### src/rtl/boot_seq_pkg.sv
package boot_seq_pkg;
  typedef enum logic [2:0] {
    ST_HOLD,
    ST_WAIT,
    ST_FETCH,
    ST_RUN,
    ST_HALT
  } boot_state_e;

  // Stack pointer high/low then program counter high/low.
  localparam int unsigned VEC_WORDS = 4;
  localparam int unsigned IPL_W     = 3;
  localparam logic [IPL_W-1:0] IPL_TOP = '1;
endpackage

### src/rtl/ext_rst_qual.sv
module ext_rst_qual #(
  parameter int unsigned MIN_HOLD = 10
) (
  input  logic clk_i,
  input  logic rst_ni,
  input  logic rst_i,
  input  logic halt_i,
  output logic hold_o
);
  localparam int unsigned CW = $clog2(MIN_HOLD + 1);

  logic          both;
  logic [CW-1:0] cnt_q;

  assign both   = rst_i & halt_i;
  assign hold_o = (cnt_q == CW'(MIN_HOLD));

  always_ff @(posedge clk_i or negedge rst_ni) begin
    if (!rst_ni)              cnt_q <= '0;
    else if (!both)           cnt_q <= '0;
    else if (!hold_o)         cnt_q <= cnt_q + 1'b1;
  end

  AST_QUAL_NEEDS_BOTH: assert property (@(posedge clk_i) disable iff (!rst_ni)
    $rose(hold_o) |-> $past(rst_i && halt_i));
  AST_QUAL_DROP: assert property (@(posedge clk_i) disable iff (!rst_ni)
    !both |=> !hold_o);
endmodule

### src/rtl/rst_pulse_gen.sv
module rst_pulse_gen #(
  parameter int unsigned PULSE_CYC = 124
) (
  input  logic clk_i,
  input  logic rst_ni,
  input  logic start_i,
  input  logic abort_i,
  output logic active_o
);
  localparam int unsigned CW = $clog2(PULSE_CYC + 1);

  logic [CW-1:0] cnt_q;

  always_ff @(posedge clk_i or negedge rst_ni) begin
    if (!rst_ni) begin
      active_o <= 1'b0;
      cnt_q    <= '0;
    end else if (abort_i) begin
      active_o <= 1'b0;
      cnt_q    <= '0;
    end else if (start_i && !active_o) begin
      active_o <= 1'b1;
      cnt_q    <= CW'(PULSE_CYC - 1);
    end else if (active_o) begin
      if (cnt_q == '0) active_o <= 1'b0;
      else             cnt_q    <= cnt_q - 1'b1;
    end
  end

  AST_PULSE_ABORT: assert property (@(posedge clk_i) disable iff (!rst_ni)
    abort_i |=> !active_o);
endmodule

### src/rtl/vec_fetch_seq.sv
module vec_fetch_seq
  import boot_seq_pkg::*;
#(
  parameter int unsigned DATA_W      = 16,
  parameter int unsigned ADDR_W      = 24,
  parameter int unsigned STARTUP_CYC = 4
) (
  input  logic                  clk_i,
  input  logic                  rst_ni,
  input  logic                  hold_i,
  input  logic                  sw_req_i,
  input  logic                  pulse_active_i,
  output logic                  pulse_start_o,
  output logic                  bus_req_o,
  output logic [ADDR_W-1:0]     bus_addr_o,
  input  logic [DATA_W-1:0]     bus_rdata_i,
  input  logic                  bus_ack_i,
  input  logic                  bus_err_i,
  output logic                  done_o,
  output logic [2*DATA_W-1:0]   ssp_o,
  output logic [2*DATA_W-1:0]   pc_o,
  output logic [IPL_W-1:0]      ipl_o,
  output logic [2*DATA_W-1:0]   vbr_o,
  output logic                  halted_o
);
  localparam int unsigned IDX_W = $clog2(VEC_WORDS);
  localparam int unsigned WCW   = $clog2(STARTUP_CYC + 1);

  boot_state_e          state_q;
  logic [WCW-1:0]       wcnt_q;
  logic [IDX_W-1:0]     idx_q;
  logic [DATA_W-1:0]    word_q [VEC_WORDS-1];
  logic                 take_word;
  logic                 last_word;

  assign bus_req_o     = (state_q == ST_FETCH);
  assign halted_o      = (state_q == ST_HALT);
  assign bus_addr_o    = ADDR_W'({idx_q, 1'b0});
  assign take_word     = bus_req_o && bus_ack_i && !bus_err_i && !hold_i;
  assign last_word     = (idx_q == IDX_W'(VEC_WORDS - 1));
  assign pulse_start_o = (state_q == ST_RUN) && sw_req_i && !pulse_active_i && !hold_i;

  // Capture registers for all words but the last, which commits straight from the bus.
  for (genvar g = 0; g < VEC_WORDS - 1; g++) begin : g_word
    always_ff @(posedge clk_i or negedge rst_ni) begin
      if (!rst_ni)                                word_q[g] <= '0;
      else if (take_word && idx_q == IDX_W'(g))   word_q[g] <= bus_rdata_i;
    end
  end

  always_ff @(posedge clk_i or negedge rst_ni) begin
    if (!rst_ni) begin
      state_q <= ST_WAIT;
      wcnt_q  <= '0;
      idx_q   <= '0;
      done_o  <= 1'b0;
      ssp_o   <= '0;
      pc_o    <= '0;
      ipl_o   <= IPL_TOP;
      vbr_o   <= '0;
    end else begin
      done_o <= 1'b0;
      if (hold_i) begin
        state_q <= ST_HOLD;
        wcnt_q  <= '0;
        idx_q   <= '0;
      end else begin
        unique case (state_q)
          ST_HOLD: begin
            state_q <= ST_WAIT;
            wcnt_q  <= '0;
          end
          ST_WAIT: begin
            if (wcnt_q == WCW'(STARTUP_CYC - 1)) begin
              state_q <= ST_FETCH;
              idx_q   <= '0;
            end else begin
              wcnt_q <= wcnt_q + 1'b1;
            end
          end
          ST_FETCH: begin
            if (bus_err_i) begin
              state_q <= ST_HALT;
            end else if (bus_ack_i) begin
              if (last_word) begin
                ssp_o   <= {word_q[0], word_q[1]};
                pc_o    <= {word_q[2], bus_rdata_i};
                ipl_o   <= IPL_TOP;
                vbr_o   <= '0;
                done_o  <= 1'b1;
                state_q <= ST_RUN;
              end else begin
                idx_q <= idx_q + 1'b1;
              end
            end
          end
          ST_RUN:  state_q <= ST_RUN;
          ST_HALT: state_q <= ST_HALT;
          default: state_q <= ST_HALT;
        endcase
      end
    end
  end

  AST_REQ_HELD: assert property (@(posedge clk_i) disable iff (!rst_ni)
    bus_req_o && !bus_ack_i && !bus_err_i && !hold_i |=> bus_req_o && $stable(bus_addr_o));
  AST_ADDR_RANGE: assert property (@(posedge clk_i) disable iff (!rst_ni)
    bus_req_o |-> (bus_addr_o < ADDR_W'(2 * VEC_WORDS)) && !bus_addr_o[0]);
  AST_DONE_AFTER_ACK: assert property (@(posedge clk_i) disable iff (!rst_ni)
    done_o |-> $past(bus_req_o && bus_ack_i));
  AST_DONE_PULSE: assert property (@(posedge clk_i) disable iff (!rst_ni)
    done_o |=> !done_o);
  AST_SW_KEEPS_STATE: assert property (@(posedge clk_i) disable iff (!rst_ni)
    pulse_active_i |=> $stable(ssp_o) && $stable(pc_o) && $stable(vbr_o));
  AST_HALT_STICKY: assert property (@(posedge clk_i) disable iff (!rst_ni)
    halted_o && !hold_i |=> halted_o);
  AST_HALT_QUIET: assert property (@(posedge clk_i) disable iff (!rst_ni)
    halted_o |-> !bus_req_o && !pulse_start_o);
endmodule

### src/rtl/boot_vector_seq.sv
module boot_vector_seq
  import boot_seq_pkg::*;
#(
  parameter int unsigned DATA_W      = 16,
  parameter int unsigned ADDR_W      = 24,
  parameter int unsigned MIN_HOLD    = 10,
  parameter int unsigned STARTUP_CYC = 4,
  parameter int unsigned PULSE_CYC   = 124
) (
  input  logic                clk_i,
  input  logic                rst_ni,
  input  logic                ext_rst_i,
  input  logic                ext_halt_i,
  input  logic                sw_rst_i,
  output logic                bus_req_o,
  output logic [ADDR_W-1:0]   bus_addr_o,
  input  logic [DATA_W-1:0]   bus_rdata_i,
  input  logic                bus_ack_i,
  input  logic                bus_err_i,
  output logic                rst_out_o,
  output logic                done_o,
  output logic [2*DATA_W-1:0] ssp_o,
  output logic [2*DATA_W-1:0] pc_o,
  output logic [IPL_W-1:0]    ipl_mask_o,
  output logic [2*DATA_W-1:0] vbr_o,
  output logic                halted_o
);
  logic hold;
  logic pulse_start;

  ext_rst_qual #(.MIN_HOLD(MIN_HOLD)) i_qual (
    .clk_i  (clk_i),
    .rst_ni (rst_ni),
    .rst_i  (ext_rst_i),
    .halt_i (ext_halt_i),
    .hold_o (hold)
  );

  rst_pulse_gen #(.PULSE_CYC(PULSE_CYC)) i_pulse (
    .clk_i    (clk_i),
    .rst_ni   (rst_ni),
    .start_i  (pulse_start),
    .abort_i  (hold),
    .active_o (rst_out_o)
  );

  vec_fetch_seq #(
    .DATA_W      (DATA_W),
    .ADDR_W      (ADDR_W),
    .STARTUP_CYC (STARTUP_CYC)
  ) i_fetch (
    .clk_i          (clk_i),
    .rst_ni         (rst_ni),
    .hold_i         (hold),
    .sw_req_i       (sw_rst_i),
    .pulse_active_i (rst_out_o),
    .pulse_start_o  (pulse_start),
    .bus_req_o      (bus_req_o),
    .bus_addr_o     (bus_addr_o),
    .bus_rdata_i    (bus_rdata_i),
    .bus_ack_i      (bus_ack_i),
    .bus_err_i      (bus_err_i),
    .done_o         (done_o),
    .ssp_o          (ssp_o),
    .pc_o           (pc_o),
    .ipl_o          (ipl_mask_o),
    .vbr_o          (vbr_o),
    .halted_o       (halted_o)
  );

  AST_PULSE_ONLY_IDLE: assert property (@(posedge clk_i) disable iff (!rst_ni)
    rst_out_o |-> !bus_req_o && !halted_o);
endmodule

### config.mk
export PLATFORM = sky130hd
export DESIGN_NAME = boot_vector_seq
export DESIGN_NICKNAME = d
export VERILOG_FILES = /design/src/rtl/boot_seq_pkg.sv /design/src/rtl/ext_rst_qual.sv /design/src/rtl/rst_pulse_gen.sv /design/src/rtl/vec_fetch_seq.sv /design/src/rtl/boot_vector_seq.sv
export SDC_FILE = /design/constraint.sdc
export NUM_CORES = 1
export LEC_CHECK = 0
export BUFFER_PORTS_ARGS = -buffer_cell sky130_fd_sc_hd__buf_2
export CORE_ASPECT_RATIO = 0.8
export CORE_MARGIN = 10
export CORE_UTILIZATION = 30
export CTS_CLUSTER_SIZE = 14
export DETAILED_ROUTE_END_ITERATION = 12
export GPL_ROUTABILITY_DRIVEN = 0
export PLACE_DENSITY = 0.61
export SLEW_MARGIN = 20
export SYNTH_ARGS = -nofsm -noshare
export SYNTH_HDL_FRONTEND = slang
export SYNTH_SLANG_ARGS = --single-unit
### constraint.sdc
create_clock -name clk_i -period 3.45 [get_ports clk_i]
set_input_delay 0.5175 -clock clk_i [delete_from_list [all_inputs] [get_ports clk_i]]
set_output_delay 0.5175 -clock clk_i [all_outputs]
set_load 0.005 [all_outputs]
---- After elaboration in Yosys (flattened, before gate mapping) ----
Index checks and enable logic that the tools add are counted.
word-level totals
  word-level logic and storage cells ...... 91
  input port bits ......................... 23
  register bits after elaboration ......... 133
operators by class
  reduce and logical (&&, ||, !) cells .... 24
  bitwise gates (word level) .............. 3
  add/subtract/negate cells ............... 4
  equal/unequal tests ..................... 18
  mux-type cells .......................... 30
operator list
  operator                                                                  number
  7-bit two-way mux                                                         4
  3-bit two-way mux                                                         7
  3-bit by 2-bit inequality test with 1-bit output (second input constant)  4
  3-bit case mux with 4 select lines                                        1
  1-bit logical AND                                                         10
  2-bit two-way mux                                                         5
  5-bit AND reduction                                                       2
  3-bit by 2-bit equality test with 1-bit output (second input constant)    3
  1-bit two-way mux                                                         9
  3-bit nonzero test                                                        3
  4-bit two-way mux                                                         2
  4-bit by 3-bit inequality test with 1-bit output (second input constant)  2
  7-bit logical NOT                                                         1
  7-bit by 1-bit subtractor with 7-bit output (second input constant)       1
  3-bit by 1-bit inequality test with 1-bit output (second input constant)  2
  3-bit case mux with 2 select lines                                        1
  4-bit by 1-bit adder with 4-bit output (second input constant)            1
  2-bit equality test (second input constant)                               2
  4-bit equality test (second input constant)                               1
  2-bit case mux with 2 select lines                                        1
  2-bit AND reduction                                                       2
  3-bit by 1-bit adder with 3-bit output (second input constant)            1
  3-bit by 1-bit equality test with 1-bit output (second input constant)    1
  3-bit equality test (second input constant)                               1
  other kinds (9)                                                           12

---- Depth between registers and ports, before layout ----
  depth after elaboration ................. 7
  mapped depth ............................ 7
  gate-level depth less buffers ........... 5

---- Hierarchy ----
Synthesis repeated with hierarchy kept, for this count alone.
unflattened totals
  cells, all modules ...................... 430
  area, all modules ....................... 5,920.7 µm²
by module, submodules not included
  module         area each (µm²)  times used  cells an instance  seq. area each (µm²)
  vec_fetch_seq  5,208.7          1           361                3,029.2
  rst_pulse_gen  474.2            1           47                 200.2
  ext_rst_qual   237.7            1           22                 100.1

---- Worst setup path after synthesis ----
No wires, ideal clock.
  path type ............................... register to register
  from .................................... register i_qual.cnt_q[0]
  to ...................................... register i_fetch.pc_o[12]
  data arrival time ....................... 1.790 ns
  period minus slack after synthesis ...... 1.914 ns
  path buffers ............................ 2
  path slack .............................. 1.536 ns
  stages on the path, launching flop included .. 8
  path through ............................ dfrtp_1 > inv_1 > ha_1 > nand3b_1 > nand4_1 > buf_2 > buf_2 > mux2_2
between the ends
  word-level cells in the longest chain between the ends .. 3
ends and longest elaborated chain
  what                                  RTL line             source
  start: declaration                    ext_rst_qual.sv:13   logic [CW-1:0] cnt_q;
  start signal: assignment              ext_rst_qual.sv:21   else if (!hold_o) cnt_q <= cnt_q + 1'b1;
  4-bit equality test                   ext_rst_qual.sv:16   assign hold_o = (cnt_q == CW'(MIN_HOLD));
  1-bit NOT (no source line)            --
  5-bit AND reduction (no source line)  --
  end signal: assignment                vec_fetch_seq.sv:87  pc_o <= {word_q[2], bus_rdata_i};
  end: declaration                      vec_fetch_seq.sv:21  output logic [2*DATA_W-1:0] pc_o,
Every way passes these cells.
A chain may end at the register's enable or synchronous reset.

---- Worst setup path in the final report ----
  from .................................... register i_qual.cnt_q[0]
  to ...................................... register i_fetch.ssp_o[25]
between the ends
  word-level cells in the longest chain between the ends .. 3
ends and longest elaborated chain
  what                                  RTL line             source
  4-bit equality test                   ext_rst_qual.sv:16
  1-bit NOT (no source line)            --
  5-bit AND reduction (no source line)  --
  end signal: assignment                vec_fetch_seq.sv:86  ssp_o <= {word_q[0], word_q[1]};
  end: declaration                      vec_fetch_seq.sv:20  output logic [2*DATA_W-1:0] ssp_o,
Every way passes these cells.

==> impl_metrics.env <==
export IMPL_drtIter0Drc=164
export IMPL_rows=45
export IMPL_path_class="flip-flop to flip-flop"
export IMPL_fp_dieH_um=145
export IMPL_arrival_ns=2.75
export IMPL_drive_gt1_share_pct=44.9
export IMPL_slew_viol_final=0
export IMPL_die_w_um=176
export IMPL_crit_path_end_kind="flip-flop"
export IMPL_post_cts_buffers=0
export IMPL_yosysWarnings=0
export IMPL_max_slew_margin_pct=42.7
export IMPL_grt_pass1_wl_mm=20.1
export IMPL_num_vias=3475
export IMPL_rsz0062_at_grt="false"
export IMPL_final_common_cell="dfrtp_1"
export IMPL_drtPass1Iterations=4
export IMPL_dpl_hpwl_mm=8.63
export IMPL_worst_pin_slew_ns=0.859
export IMPL_cts_max_path_buffers=2
export IMPL_pwr_share_comb_pct=14.8
export IMPL_io_buffers=92
export IMPL_p_switching_w=0.00114
export IMPL_drv_cap=0
export IMPL_seq_power_share_pct=45.8
export IMPL_fmax_mhz=405
export IMPL_place_area_um2=6380
export IMPL_core_area_um2=19000
export IMPL_grt_max_degree=69
export IMPL_cts_htree_levels=4
export IMPL_avgSynthCellArea_um2=13.7
export IMPL_wire_per_inst_um=15.6
export IMPL_clk_pin_slew_ns=0.05
export IMPL_regToRegSetupSlack_ns=0.98
export IMPL_hold_violations=0
export IMPL_internal_power_w=0.00328
export IMPL_gr_total_overflow=0
export IMPL_cts_tree="done"
export IMPL_vdd_drop_max_uv=320
export IMPL_worst_path_max_delay_cell="buf_4"
export IMPL_cts_root_buf="clkbuf_16"
export IMPL_clock_sinks=133
export IMPL_gr_usage_all_layers_pct=9.90
export IMPL_drt_wl_total_mm=12.3
export IMPL_seq_area_frac_synth_pct=57.0
export IMPL_io_pins=150
export IMPL_final_nets=556
export IMPL_hold_buffers=0
export IMPL_synth_cell_types=40
export IMPL_antenna_found_initial=0
export IMPL_power_density_nw_per_um2=636
export IMPL_final_period_utilization_pct=71.6
export IMPL_cts_resized=0
export IMPL_status="finished, final reports clean"
export IMPL_fillers=1869
export IMPL_crit_chain="inv_1 > ha_1 > nand3b_1 > nand4_1 > buf_4 > mux2_2"
export IMPL_cellLeakagePower_nw=3.73
export IMPL_initial_utilization_pct=30.7
export IMPL_hold_path_class="input port to async pin"
export IMPL_crit_path_start_kind="flip-flop"
export IMPL_final_cell_area_um2=6940
export IMPL_finClkSkew_ns=0.0104
export IMPL_path_max_fanout=65
export IMPL_slowest_delay_ns=0.68
export IMPL_diodes=0
export IMPL_power_frac_clock_pct=39.4
export IMPL_fin_crit_ns=2.47
export IMPL_syn_area_um2=5840
export IMPL_clk_latency_ns=0.41
export IMPL_numCtsBuffers=17
export IMPL_mostFrequentLayoutCells="132 x dfrtp_1, 112 x mux2_2, 91 x buf_2"
export IMPL_cp_required_ns=3.73
export IMPL_grt_pass1_vias=3791
export IMPL_drt_antenna_violating_nets=0
export IMPL_syn_to_final_growth_pct=18.9
export IMPL_drcViolationCount=0
export IMPL_synth_seq_cells=133
export IMPL_routed_via_density=4.40
export IMPL_setup_viol=0
export IMPL_die_area_um2=25500
export IMPL_sw_frac_of_total_pct=25.7
export IMPL_netlist_instances=427
export IMPL_tns_ns=0
[per-layer routing]
layer / vias to the layer above / track usage, % / wire [um]
met5: - / 0 / 0
met4: 0 / 4.14 / 224
met3: 17 / 4.25 / 888
met2: 120 / 16.0 / 6020
met1: 1750 / 11.4 / 5160
li1: 1588 / - / -
[critical path: cells and delay by family (launching register included)]
kind / cells / cell delay [ns]
muxes: 1 / 0.42
adders and majority gates: 1 / 0.17
buffers and inverters: 2 / 0.78
and+or+nand+nor: 2 / 0.52
DFF: 1 / 0.39
[registers in the layout (all words and copies together), names as in the netlist]
register and cells:
i_qual.cnt_q 4, i_fetch.word_q 48, i_fetch.done_o 1, i_fetch.pc_o 32, i_pulse.cnt_q 7, i_fetch.idx_q 2
i_pulse.active_o 1, i_fetch.ssp_o 32, i_fetch.wcnt_q 3, i_fetch.state_q 3
[cell families after synthesis]
| group | Yosys count | share of synthesized area [%] |
|---|---|---|
| flops | 133 | 57.0 |
| simple gates | 43 | 4.74 |
| mux | 114 | 22.0 |
| compound gates | 37 | 4.16 |
| fa+ha+maj | 10 | 2.14 |
| other cells | 2 | 0.129 |
| xor+xnor | 3 | 0.450 |
| buf+inv | 85 | 9.39 |
[final cells by class]
| type | count | area (um2) | share of cell area, % |
|---|---|---|---|
| Clock buffer | 24 | 492 | 7.08 |
| Tap cell | 258 | 323 | 4.65 |
| Timing Repair Buffer | 98 | 524 | 7.55 |
| Clock inverter | 4 | 72.6 | 1.05 |
| Sequential cell | 133 | 3330 | 48.0 |
| Inverter | 9 | 33.8 | 0.487 |
| Multi-Input combinational cell | 264 | 2170 | 31.2 |
[power by group through the flow]
stage	Combinational, W	Sequential [W]	Clock, W
3_3_place_gp	0.000617	0.00203	0
6_report	0.000654	0.00202	0.00174
5_1_grt	0.000743	0.00206	0.00186
4_1_cts	0.000662	0.00202	0.00179
3_5_place_dp	0.000658	0.00204	0
2_1_floorplan	0.000505	0.00197	0
[worst paths after layout]
check / cells past startpoint / endpoint / startpoint
worst max register to register: 6 / i_fetch.ssp_o[25] / i_qual.cnt_q[0]
worst min-delay path: 1 / i_fetch.word_q[18] / rst_ni
worst min register to register: 1 / i_fetch.ssp_o[29] / i_fetch.ssp_o[29]
worst max-delay path: 6 / i_fetch.ssp_o[25] / i_qual.cnt_q[0]
max in group asynchronous: 2 / i_fetch.state_q[0] / rst_ni
min in group clk_i: 3 / i_fetch.state_q[2] / bus_err_i
[synthesized netlist by cell type]
cell       count  area (um2)
a2111oi_0      1        8.76
a211oi_1       6        45.0
a21oi_1        9        45.0
a2bb2oi_1      1        8.76
a311oi_1       1        8.76
a31oi_1        2        12.5
a41oi_1        1        8.76
and2_1         4        25.0
and3b_1        1        8.76
and4_1         1        8.76
buf_2         12        60.1
buf_4         57         428
clkbuf_1       7        26.3
conb_1         2        7.51
dfrtp_1      132        3300
dfstp_2        1        26.3
ha_1          10         125
inv_1          9        33.8
mux2_2       112        1260
mux2i_1        2        20.0
nand2_1        5        18.8
nand2b_1       1        6.26
nand3_1        4        20.0
nand3b_1       1        7.51
nand4_1        1        6.26
nand4_2        3        37.5
nor2_1         6        22.5
nor2b_1        3        18.8
nor3_1         2        10.0
nor3b_1        2        15.0
nor4_1         3        18.8
nor4b_1        2        17.5
nor4bb_1       2        20.0
o2111ai_1      2        17.5
o211a_1        3        30.0
o21ai_0       10        50.1
o31ai_1        1        7.51
or4_1          2        15.0
xnor2_1        2        17.5
xor2_1         1        8.76
[through the flow]
| stage | util, % | total power [W] | instances | hold slack, ns | setup slack [ns] |
|---|---|---|---|---|---|
| after global routing | 36.5 | 0.00467 | 790 | 0.118 | 0.800 |
| after detailed placement | 33.5 | 0.00270 | 762 | 0.488 | 0.969 |
| final | 36.5 | 0.00442 | 790 | 0.0846 | 0.981 |
| after CTS | 36.5 | 0.00447 | 790 | 0.0975 | 0.953 |
| after global placement | 33.5 | 0.00264 | 762 | 0.481 | 1.09 |
| after floorplan | - | 0.00248 | 482 | 0.222 | 1.54 |
(Power assumes the default switching activity.)
